**config.mk**
```make
export PLATFORM = sky130hd
export DESIGN_NAME = vtrap_classifier
export DESIGN_NICKNAME = d
export VERILOG_FILES = /design/src/rtl/vtrap_pkg.sv /design/src/rtl/vtrap_csr_check.sv /design/src/rtl/vtrap_sys_check.sv /design/src/rtl/vtrap_wfi_timer.sv /design/src/rtl/vtrap_classifier.sv
export SDC_FILE = /design/constraint.sdc
export NUM_CORES = 1
export LEC_CHECK = 0
export BUFFER_PORTS_ARGS = -buffer_cell sky130_fd_sc_hd__clkbuf_2
export CAP_MARGIN = 20
export CORE_AREA = 2 2 78 80
export CTS_BUF_LIST = sky130_fd_sc_hd__clkbuf_4 sky130_fd_sc_hd__clkbuf_8
export CTS_CLUSTER_SIZE = 25
export DETAILED_ROUTE_END_ITERATION = 7
export DIE_AREA = 0 0 80 82
export PLACE_DENSITY = 0.79
export SLEW_MARGIN = 20
export SYNTH_ARGS = -nofsm -noshare
export SYNTH_HDL_FRONTEND = slang
export SYNTH_HIERARCHICAL = 1
export SYNTH_SLANG_ARGS = --single-unit
```
**constraint.sdc**
```tcl
create_clock -name clk -period 3.35 [get_ports clk]
set_clock_uncertainty 0.1 [all_clocks]
set_input_delay 0.1675 -clock clk [delete_from_list [all_inputs] [get_ports clk]]
set_output_delay 0.1675 -clock clk [all_outputs]
set_load 0.005 [all_outputs]
```
**src/rtl/vtrap_pkg.sv**
```systemverilog
package vtrap_pkg;

   typedef enum logic [2:0] {
      IC_OTHER  = 3'd0,
      IC_CSR    = 3'd1,
      IC_WFI    = 3'd2,
      IC_HVMEM  = 3'd3,
      IC_HFENCE = 3'd4,
      IC_SRET   = 3'd5,
      IC_SFENCE = 3'd6,
      IC_BAD    = 3'd7
   } iclass_e;

   typedef enum logic [1:0] {
      VD_NONE = 2'd0,
      VD_ILL  = 2'd1,
      VD_VIRT = 2'd2
   } verdict_e;

   localparam logic [1:0] LVL_U = 2'd0;
   localparam logic [1:0] LVL_S = 2'd1;
   localparam logic [1:0] LVL_M = 2'd3;

   localparam int unsigned CODE_ILLEGAL = 2;
   localparam int unsigned CODE_VIRTUAL = 22;

   localparam logic [11:0] ADDR_XLATE   = 12'h180;
   localparam logic [6:0]  CNT_BLOCK_LO = 7'b1100000;
   localparam logic [6:0]  CNT_BLOCK_HI = 7'b1100100;

endpackage

```
**src/rtl/vtrap_csr_check.sv**
```systemverilog
module vtrap_csr_check
   import vtrap_pkg::*;
#(
   parameter int XLEN = 64
) (
   input  logic [11:0] csr_addr,
   input  logic        guest,
   input  logic [1:0]  priv,
   input  logic [31:0] mcnt_en,
   input  logic [31:0] hcnt_en,
   input  logic        m_tvm,
   input  logic        h_vtvm,
   output verdict_e    verdict
);

   localparam int IDX_W = 5;

   logic             in_cnt_block;
   logic [IDX_W-1:0] cnt_idx;
   logic [1:0]       need_lvl;
   logic             below_m;

   assign cnt_idx  = csr_addr[IDX_W-1:0];
   assign need_lvl = csr_addr[9:8];
   assign below_m  = (priv != LVL_M);

   generate
      if (XLEN == 32) begin : g_hi_half
         assign in_cnt_block = (csr_addr[11:5] == CNT_BLOCK_LO) ||
                               (csr_addr[11:5] == CNT_BLOCK_HI);
      end else begin : g_lo_only
         assign in_cnt_block = (csr_addr[11:5] == CNT_BLOCK_LO);
      end
   endgenerate

   always_comb begin
      verdict = VD_NONE;
      if (in_cnt_block) begin
         if (below_m && !mcnt_en[cnt_idx])
            verdict = VD_ILL;
         else if (guest && !hcnt_en[cnt_idx])
            verdict = VD_VIRT;
      end else begin
         unique case (need_lvl)
            2'd3: if (below_m) verdict = VD_ILL;
            2'd2: begin
               if (priv == LVL_U)      verdict = VD_ILL;
               else if (guest)         verdict = VD_VIRT;
            end
            2'd1: begin
               if (priv == LVL_U)      verdict = VD_ILL;
               else if (csr_addr == ADDR_XLATE && priv == LVL_S) begin
                  if (guest) begin
                     if (h_vtvm)       verdict = VD_VIRT;
                  end else if (m_tvm)  verdict = VD_ILL;
               end
            end
            default: verdict = VD_NONE;
         endcase
      end
   end

endmodule

```
**src/rtl/vtrap_sys_check.sv**
```systemverilog
module vtrap_sys_check
   import vtrap_pkg::*;
(
   input  iclass_e    iclass,
   input  logic       guest,
   input  logic [1:0] priv,
   input  logic       m_tsr,
   input  logic       m_tvm,
   input  logic       h_vtsr,
   input  logic       h_vtvm,
   output verdict_e   verdict
);

   logic at_u, at_s;
   assign at_u = (priv == LVL_U);
   assign at_s = (priv == LVL_S);

   function automatic verdict_e ctl_rule(input logic g, input logic s,
                                         input logic u, input logic hbit,
                                         input logic mbit);
      verdict_e r;
      r = VD_NONE;
      if (u)            r = VD_ILL;
      else if (s && g)  r = hbit ? VD_VIRT : VD_NONE;
      else if (s)       r = mbit ? VD_ILL : VD_NONE;
      return r;
   endfunction

   always_comb begin
      verdict = VD_NONE;
      unique case (iclass)
         IC_HVMEM: begin
            if (guest)      verdict = VD_VIRT;
            else if (at_u)  verdict = VD_ILL;
         end
         IC_HFENCE: begin
            if (at_u)               verdict = VD_ILL;
            else if (guest && at_s) verdict = VD_VIRT;
         end
         IC_SRET:   verdict = ctl_rule(guest, at_s, at_u, h_vtsr, m_tsr);
         IC_SFENCE: verdict = ctl_rule(guest, at_s, at_u, h_vtvm, m_tvm);
         IC_BAD:    verdict = VD_ILL;
         default:   verdict = VD_NONE;
      endcase
   end

endmodule

```
**src/rtl/vtrap_wfi_timer.sv**
```systemverilog
module vtrap_wfi_timer #(
   parameter int CNT_W = 8
) (
   input  logic             clk,
   input  logic             rst_n,
   input  logic             wfi_req,
   input  logic             timed,
   input  logic             irq_wake,
   input  logic [CNT_W-1:0] limit,
   output logic             expire,
   output logic             hold
);

   localparam logic [CNT_W-1:0] CNT_MAX = {CNT_W{1'b1}};

   logic [CNT_W-1:0] cnt_q;
   logic             running;

   assign running = wfi_req && timed && !irq_wake;
   assign expire  = running && (cnt_q == limit);
   assign hold    = wfi_req && !irq_wake && !expire;

   always_ff @(posedge clk or negedge rst_n) begin
      if (!rst_n)
         cnt_q <= '0;
      else if (!running || expire)
         cnt_q <= '0;
      else if (cnt_q != CNT_MAX)
         cnt_q <= cnt_q + 1'b1;
   end

   AST_WAKE_CLEARS: assert property (@(posedge clk) disable iff (!rst_n)
      $past(irq_wake) |-> cnt_q == '0);

   AST_CNT_IN_RANGE: assert property (@(posedge clk) disable iff (!rst_n)
      (running && $stable(limit) && $past(running)) |-> cnt_q <= limit);

endmodule

```
**src/rtl/vtrap_classifier.sv**
```systemverilog
module vtrap_classifier
   import vtrap_pkg::*;
#(
   parameter int XLEN    = 64,
   parameter int ILEN    = 32,
   parameter int CNT_W   = 8,
   parameter int CAUSE_W = 6
) (
   input  logic               clk,
   input  logic               rst_n,
   input  logic               insn_valid,
   input  logic [2:0]         insn_class,
   input  logic [ILEN-1:0]    insn_bits,
   input  logic [11:0]        csr_addr,
   input  logic               virt,
   input  logic [1:0]         priv,
   input  logic [31:0]        mcnt_en,
   input  logic [31:0]        hcnt_en,
   input  logic               m_tw,
   input  logic               m_tsr,
   input  logic               m_tvm,
   input  logic               h_vtw,
   input  logic               h_vtsr,
   input  logic               h_vtvm,
   input  logic [CNT_W-1:0]   wfi_limit,
   input  logic               irq_wake,
   output logic               trap_valid,
   output logic [CAUSE_W-1:0] trap_cause,
   output logic [XLEN-1:0]    trap_tval,
   output logic               wfi_hold
);

   localparam int TVAL_PAD = XLEN - ILEN;
   localparam logic [CAUSE_W-1:0] C_ILL  = CAUSE_W'(CODE_ILLEGAL);
   localparam logic [CAUSE_W-1:0] C_VIRT = CAUSE_W'(CODE_VIRTUAL);

   initial begin
      if (XLEN != 32 && XLEN != 64) $error("XLEN must be 32 or 64");
      if (ILEN < 16 || ILEN > XLEN) $error("ILEN out of range");
      if (CNT_W < 1)                $error("CNT_W too small");
      if (CAUSE_W < 5)              $error("CAUSE_W cannot hold 22");
   end

   iclass_e  cls;
   logic     guest;
   verdict_e csr_vd, sys_vd, wfi_vd, final_vd;
   logic     wfi_req, wfi_timed, wfi_expire;

   assign cls   = iclass_e'(insn_class);
   assign guest = virt && (priv != LVL_M);

   vtrap_csr_check #(.XLEN(XLEN)) u_csr (
      .csr_addr (csr_addr),
      .guest    (guest),
      .priv     (priv),
      .mcnt_en  (mcnt_en),
      .hcnt_en  (hcnt_en),
      .m_tvm    (m_tvm),
      .h_vtvm   (h_vtvm),
      .verdict  (csr_vd)
   );

   vtrap_sys_check u_sys (
      .iclass  (cls),
      .guest   (guest),
      .priv    (priv),
      .m_tsr   (m_tsr),
      .m_tvm   (m_tvm),
      .h_vtsr  (h_vtsr),
      .h_vtvm  (h_vtvm),
      .verdict (sys_vd)
   );

   assign wfi_req   = insn_valid && (cls == IC_WFI);
   assign wfi_timed = (priv != LVL_M) && (m_tw || (guest && h_vtw));

   vtrap_wfi_timer #(.CNT_W(CNT_W)) u_wfi (
      .clk      (clk),
      .rst_n    (rst_n),
      .wfi_req  (wfi_req),
      .timed    (wfi_timed),
      .irq_wake (irq_wake),
      .limit    (wfi_limit),
      .expire   (wfi_expire),
      .hold     (wfi_hold)
   );

   always_comb begin
      wfi_vd = VD_NONE;
      if (wfi_expire) wfi_vd = m_tw ? VD_ILL : VD_VIRT;
   end

   always_comb begin
      final_vd = VD_NONE;
      if (insn_valid) begin
         unique case (cls)
            IC_CSR:  final_vd = csr_vd;
            IC_WFI:  final_vd = wfi_vd;
            default: final_vd = sys_vd;
         endcase
      end
   end

   generate
      if (TVAL_PAD > 0) begin : g_pad
         assign trap_tval = (final_vd != VD_NONE) ?
                            {{TVAL_PAD{1'b0}}, insn_bits} : '0;
      end else begin : g_nopad
         assign trap_tval = (final_vd != VD_NONE) ? insn_bits : '0;
      end
   endgenerate

   assign trap_valid = (final_vd != VD_NONE);
   assign trap_cause = (final_vd == VD_ILL)  ? C_ILL  :
                       (final_vd == VD_VIRT) ? C_VIRT : '0;

   AST_IDLE_QUIET: assert property (@(posedge clk) disable iff (!rst_n)
      !insn_valid |-> !trap_valid);

   AST_VIRT_ONLY_GUEST: assert property (@(posedge clk) disable iff (!rst_n)
      (trap_valid && trap_cause == C_VIRT) |-> (virt && priv != LVL_M));

   AST_TVAL_LOW_BITS: assert property (@(posedge clk) disable iff (!rst_n)
      trap_valid |-> trap_tval[ILEN-1:0] == insn_bits);

   AST_MCNT_FIRST: assert property (@(posedge clk) disable iff (!rst_n)
      (insn_valid && cls == IC_CSR && csr_addr[11:5] == CNT_BLOCK_LO &&
       priv != LVL_M && !mcnt_en[csr_addr[4:0]])
      |-> (trap_valid && trap_cause == C_ILL));

   AST_WAKE_NO_FAULT: assert property (@(posedge clk) disable iff (!rst_n)
      (insn_valid && cls == IC_WFI && irq_wake) |-> !trap_valid);

   AST_QUIET_OTHER: assert property (@(posedge clk) disable iff (!rst_n)
      (insn_valid && cls == IC_OTHER) |-> !trap_valid);

endmodule

```
---- Yosys cells after proc, flatten, opt, wreduce, memory -nomap -nowiden ----
Cells that the tools add are included.
operators by class
  add/sub/neg operators ................... 1
  equality and inequality tests ........... 18
  order comparisons ....................... 1
  reduce and logical (&&, ||, !) cells .... 23
  multiplexer cells ....................... 38
operator list
  kind                                                                           count
  2-bit 2-to-1 mux                                                               21
  32-bit 2-to-1 mux                                                              1
  8-bit 2-to-1 mux                                                               2
  1-bit logical AND                                                              13
  12-bit by 9-bit equality test with 1-bit output (second input constant)        1
  3-bit equality test (second input constant)                                    4
  1-bit binary-select mux with 5-bit select                                      2
  5-bit 2-to-1 mux                                                               2
  2-bit one-hot mux with 5 select lines                                          1
  8-bit by 1-bit adder with 8-bit output (second input constant)                 1
  8-bit equality test                                                            1
  8-bit != test (second input constant)                                          1
  7-bit equality test (second input constant)                                    1
  1-bit 2-to-1 mux                                                               7
  2-bit by 1-bit equality test with 1-bit output (second input constant)         3
  2-bit equality test (second input constant)                                    3
  3-bit by 2-bit equality test with 1-bit output (second input constant)         2
  5-bit by 6-bit less-than comparator with 1-bit output (second input constant)  1
  2-bit one-hot mux with 3 select lines                                          1
  1-bit logical NOT                                                              5
  2-bit one-hot mux with 2 select lines                                          1
  2-bit nonzero test                                                             2
  3-bit by 1-bit equality test with 1-bit output (second input constant)         1
  2-bit logical NOT                                                              1
  2 further kinds                                                                3
word-level totals
  bits in registers ....................... 8
  word-level logic and storage cells ...... 82
  bits of input ports ..................... 132

---- Longest topological paths before layout ----
  word-level depth ........................ 14
  mapped depth ............................ 13

---- Modules after synthesis ----
The synthesis kept the hierarchy.
by module, submodules not included
  module            instances  area an instance (um2)  cells an instance
  vtrap_csr_check   1          695.7                   75
  vtrap_classifier  1          638.1                   93
  vtrap_wfi_timer   1          529.3                   51
  vtrap_sys_check   1          85.1                    13

---- Least setup slack after synthesis ----
No wires, ideal clock.
  path kind ............................... input-to-output
  start ................................... in csr_addr[2]
  end ..................................... out trap_tval[10]
  arrival ................................. 2,412 ps
  buffers on the path ..................... 3
  cell stages on the path ................. 13
  path slack .............................. 670 ps
  data required time ...................... 3,082 ps
  cell sequence ........................... buf_2 -> buf_2 -> mux2i_1 -> a22oi_1 -> a21oi_1 -> o41ai_1 -> mux2i_1 -> inv_1 -> o22ai_1 -> a32oi_1 -> ha_1 -> clkbuf_1 -> nor2b_1
between the ends
  elaborated cells on any way between the ends .. 20
RTL lines
  item                                                                                                                 line                                          RTL
  start: declaration                                                                                                   vtrap_classifier.sv:14                        input logic [11:0] csr_addr,
  1-bit binary-select mux with 5-bit select / 12-bit by 9-bit equality test with 1-bit output (equally long branches)  vtrap_csr_check.sv:39, vtrap_csr_check.sv:52
  1-bit 2-to-1 mux (not written as such) / 1-bit logical AND (equally long branches)                                   vtrap_csr_check.sv:39, vtrap_csr_check.sv:52
  1-bit logical NOT / 2-bit 2-to-1 mux (equally long branches)                                                         vtrap_csr_check.sv:39, vtrap_csr_check.sv:52
  1-bit logical AND / 2-bit 2-to-1 mux (equally long branches)                                                         vtrap_csr_check.sv:39, vtrap_csr_check.sv:51
  2-bit 2-to-1 mux / 2-bit one-hot mux with 3 select lines (equally long branches)                                     vtrap_csr_check.sv:39, vtrap_csr_check.sv:44
  2-bit 2-to-1 mux (*)                                                                                                 vtrap_csr_check.sv:38                         if (in_cnt_block) begin
  net csr_vd[0]                                                                                                        vtrap_classifier.sv:46                        verdict_e csr_vd, sys_vd, wfi_vd, final_vd;
  2-bit one-hot mux with 2 select lines (*)                                                                            vtrap_classifier.sv:96                        unique case (cls)
  2-bit 2-to-1 mux (*)                                                                                                 vtrap_classifier.sv:95                        if (insn_valid) begin
  2-bit nonzero test (*)                                                                                               vtrap_classifier.sv:106                       assign trap_tval = (final_vd != VD_NONE) ?
  32-bit 2-to-1 mux (*)                                                                                                vtrap_classifier.sv:106
  end: declaration                                                                                                     vtrap_classifier.sv:29                        output logic [XLEN-1:0] trap_tval,
Mark *: on every way through the listed nets, which the timed path passes. The rest lies on a longest branch. The select of a mux whose other input is x is not followed.

---- Worst setup path after layout ----
  start ................................... in csr_addr[0]
  end ..................................... out trap_tval[18]
between the ends
  word-level cells in the longest chain between the ends .. 11
  elaborated cells on any way between the ends .. 20
ends and longest elaborated chain
  item                                       line                     RTL
  1-bit binary-select mux with 5-bit select  vtrap_csr_check.sv:41    else if (guest && !hcnt_en[cnt_idx])
  1-bit 2-to-1 mux (not written as such)     vtrap_csr_check.sv:41
  1-bit logical NOT                          vtrap_csr_check.sv:41
  1-bit logical AND                          vtrap_csr_check.sv:41
  2-bit 2-to-1 mux                           vtrap_csr_check.sv:41
  2-bit 2-to-1 mux                           vtrap_csr_check.sv:39    if (below_m && !mcnt_en[cnt_idx])
  2-bit 2-to-1 mux (*)                       vtrap_csr_check.sv:38
  net csr_vd[1]                              vtrap_classifier.sv:46
  2-bit one-hot mux with 2 select lines (*)  vtrap_classifier.sv:96
  2-bit 2-to-1 mux (*)                       vtrap_classifier.sv:95
  2-bit nonzero test (*)                     vtrap_classifier.sv:106
  32-bit 2-to-1 mux (*)                      vtrap_classifier.sv:106
Marked as above.

==> impl_results.md <==
* Setup Buffers After CTS at 0
* Row cnt at 28
* Via count at 2189
* Syn Area/Cell at 8.40 um^2
* ANT nets after route at 0
* Crit path DAT at 2770 ps
* Clk slew on worst S/H paths at 40 ps
* Peak supply drop at 0.000135 V
* CP Max Fanout at 32
* Fillers at 575
* # DRC at 0
* Top flop regs: u_wfi/cnt_q (8)
* Synth Register Bits at 8
* Register area at 200 um^2
* Max_slew headroom at 55.8%
* Max FFs per register at 8
* Hold Crit Class: in -> reg
* Wire length per cell at 12.1 um
* Grt total ovfl at 0
* Layout area overhead at 42.8%
* Worst skew pair latency at 230 ps
* Post-synth ARST share at 100%
* Most frequent cells in the layout: 167 x clkbuf_2, 35 x nor2b_1, 35 x conb_1
* Fin. Hold Viols at 0
* Most flops, register: u_wfi/cnt_q
* Antenna diode count at 0
* I/O pins at 204
* Layout cells sized above 1 at 48.4%
* Fin nets at 535
* Worst endpoint required time at 3080 ps
* Iteration-0 DRC Markers at 46
* Final Wtd Congestion at 0.815
* Layout Utilization at 48.4%
* Die area at 0.00656 mm^2
* I/O Buffers at 168
* RSZ-0062 raised after global routing: no
* Pre-antenna DRT Iters at 4
* Vias in the first global route at 2020
* Multi-input logic area at 0.00153 mm^2
* Die Y at 82 um
* CTS tree: built
* HPWL after DPL at 5140 um
* Clock buffer depth at 2
* Final setup vio count at 0
* Power density over the cells at 166 mW/mm^2
* Status: finished clean
* Global-route wire length before repair at 8630 um
* WL final at 5690 um
* Startpoint types: primary input
* Post-Syn Instances at 232
* CORE AREA at 0.00575 mm^2
* EDFF count, synth at 0
* Leak pwr at 1.50 nW
* Synthesized area at 0.00195 mm^2
* Vias per std cell at 4.64
* YS warnings at 6
* Die width at 80 um
* Max Fclk at 0.330 GHz
* Root buffer cell: clkbuf_8
* Initial antenna violation count at 0
* CP Class: in -> out
* Post-route setup TNS at 0 ps
* Worst Setup End Kind: primary output
* Ys flop type: dfrtp_1
* TritonCTS buffer count at 3
* Maxcap violations at 0
* Period utilisation layout at 90.6%
* Pin count of the biggest net entering global routing at 33
* GRT Overall Usage at 16.5%
* Yosys cell types at 53
* Initial Utilization at 33.9%
* Clk sink count at 8
* Sequential fraction of the synthesis area at 10.3%
* Slew Limit Fails at 0
* Final min period at 3030 ps
* Commonest non-fill, non-tap cell in the layout: clkbuf_2
* Worst-Margin Slew at 658 ps
* H-tree levels at 1
[path summary, 6_finish.rpt]
path	from	endpoint	slack (ps)	cells past startpoint
max in group asynchronous	rst_n	u_wfi/cnt_q[6]$_DFFE_PN0P_	2760	2
max reg2reg	u_wfi/cnt_q[0]$_DFFE_PN0P_	u_wfi/cnt_q[0]$_DFFE_PN0P_	1660	5
min	irq_wake	u_wfi/cnt_q[7]$_DFFE_PN0P_	210	4
max	csr_addr[0]	trap_tval[18]	320	12
min in group asynchronous	rst_n	u_wfi/cnt_q[3]$_DFFE_PN0P_	220	2
min reg2reg	u_wfi/cnt_q[6]$_DFFE_PN0P_	u_wfi/cnt_q[6]$_DFFE_PN0P_	530	2
[critical path, stage by stage]
cell and delay (ps):
clkbuf_4 230, mux4_2 540, mux4_2 470, mux2i_1 160
a31o_1 160, inv_1 40, o32ai_1 140, a32oi_1 140
ha_1 210, buf_4 220, nor2b_1 150, clkbuf_2 120
[metrics by stage]
stage	power (W)	hold WS, ps	std cells	worst slack, ps	area [um^2]
6_report	0.000462	214	472	315	2780
5_1_grt	0.000504	240	472	61.8	2780
4_1_cts	0.000470	210	472	174	2780
3_5_place_dp	0.000349	-75.0	468	178	2730
3_3_place_gp	0.000344	-78.4	468	222	2730
2_1_floorplan	0.000253	-228	266	670	2080
[final cells by class]
cell class,instances,share of cell area (%)
Multi-Input combinational cell,205,54.9
Tap cell,75,3.37
Clock buffer,3,1.48
Timing Repair Buffer,171,31.7
Sequential cell,8,7.20
Inverter,10,1.39
[power by group]
part / switching, W / leakage (nW) / internal [W] / total (W)
combinational: 0.000113 / 1.36 / 0.000137 / 0.000250
sequential: 0.000000214 / 0.112 / 0.0000973 / 0.0000975
clock: 0.0000370 / 0.0216 / 0.0000777 / 0.000115
[synthesized netlist by cell type (2+ instances only)]
cell type	number	area share, %
a211oi_1	3	1.2
dfrtp_1	8	10
mux4_2	10	12
nor2_1	11	2.1
a21oi_1	10	2.6
nand4_1	3	0.96
buf_4	37	14
a31oi_1	4	1.3
clkbuf_1	3	0.58
and2b_1	2	0.77
and3_2	2	0.77
nand2b_1	5	1.6
o31ai_1	2	0.77
o32ai_1	2	0.90
xnor2_1	9	4.0
nand3_1	4	1.0
a32oi_1	2	0.90
nor3_1	2	0.51
nand2_1	7	1.3
and4_1	2	0.90
nor2b_1	35	11
buf_2	2	0.51
a22oi_1	8	3.1
mux2i_1	19	9.8
inv_1	9	1.7
ha_1	4	2.6
[routing by layer]
metal  vias up  track usage (%)  share of wire [%]  wire length [um]
met3         2             1.98                7.6               433
met4         0             6.61               0.69                39
met5         -                0                  0                 0
li1       1105                -                  -                 -
met1       976             18.1                 38              2160
met2       106             31.8                 54              3060
[cells by family (layout without fill, tap and decap cells)]
kind of cell / count (synthesis) / count (layout) / synth area share [%]
AO/OA/AOI/OAI: 44 / 44 / 17.6
XOR/XNOR: 10 / 10 / 4.50
adder cells (fa/ha/maj): 4 / 4 / 2.57
buffers and inverters: 53 / 184 / 17.9
flip-flops: 8 / 8 / 10.3
multiplexers: 29 / 29 / 21.3
other: 1 / 35 / 0.192
AND/OR/NAND/NOR: 83 / 83 / 25.6
[what timing repair did]
item,in CTS,in global routing
setup endpoints to repair,0,30
gates resized for setup,0,2
hold buffers,1,0
endpoints found under the hold margin,8,0
(Power assumes the default switching activity.)
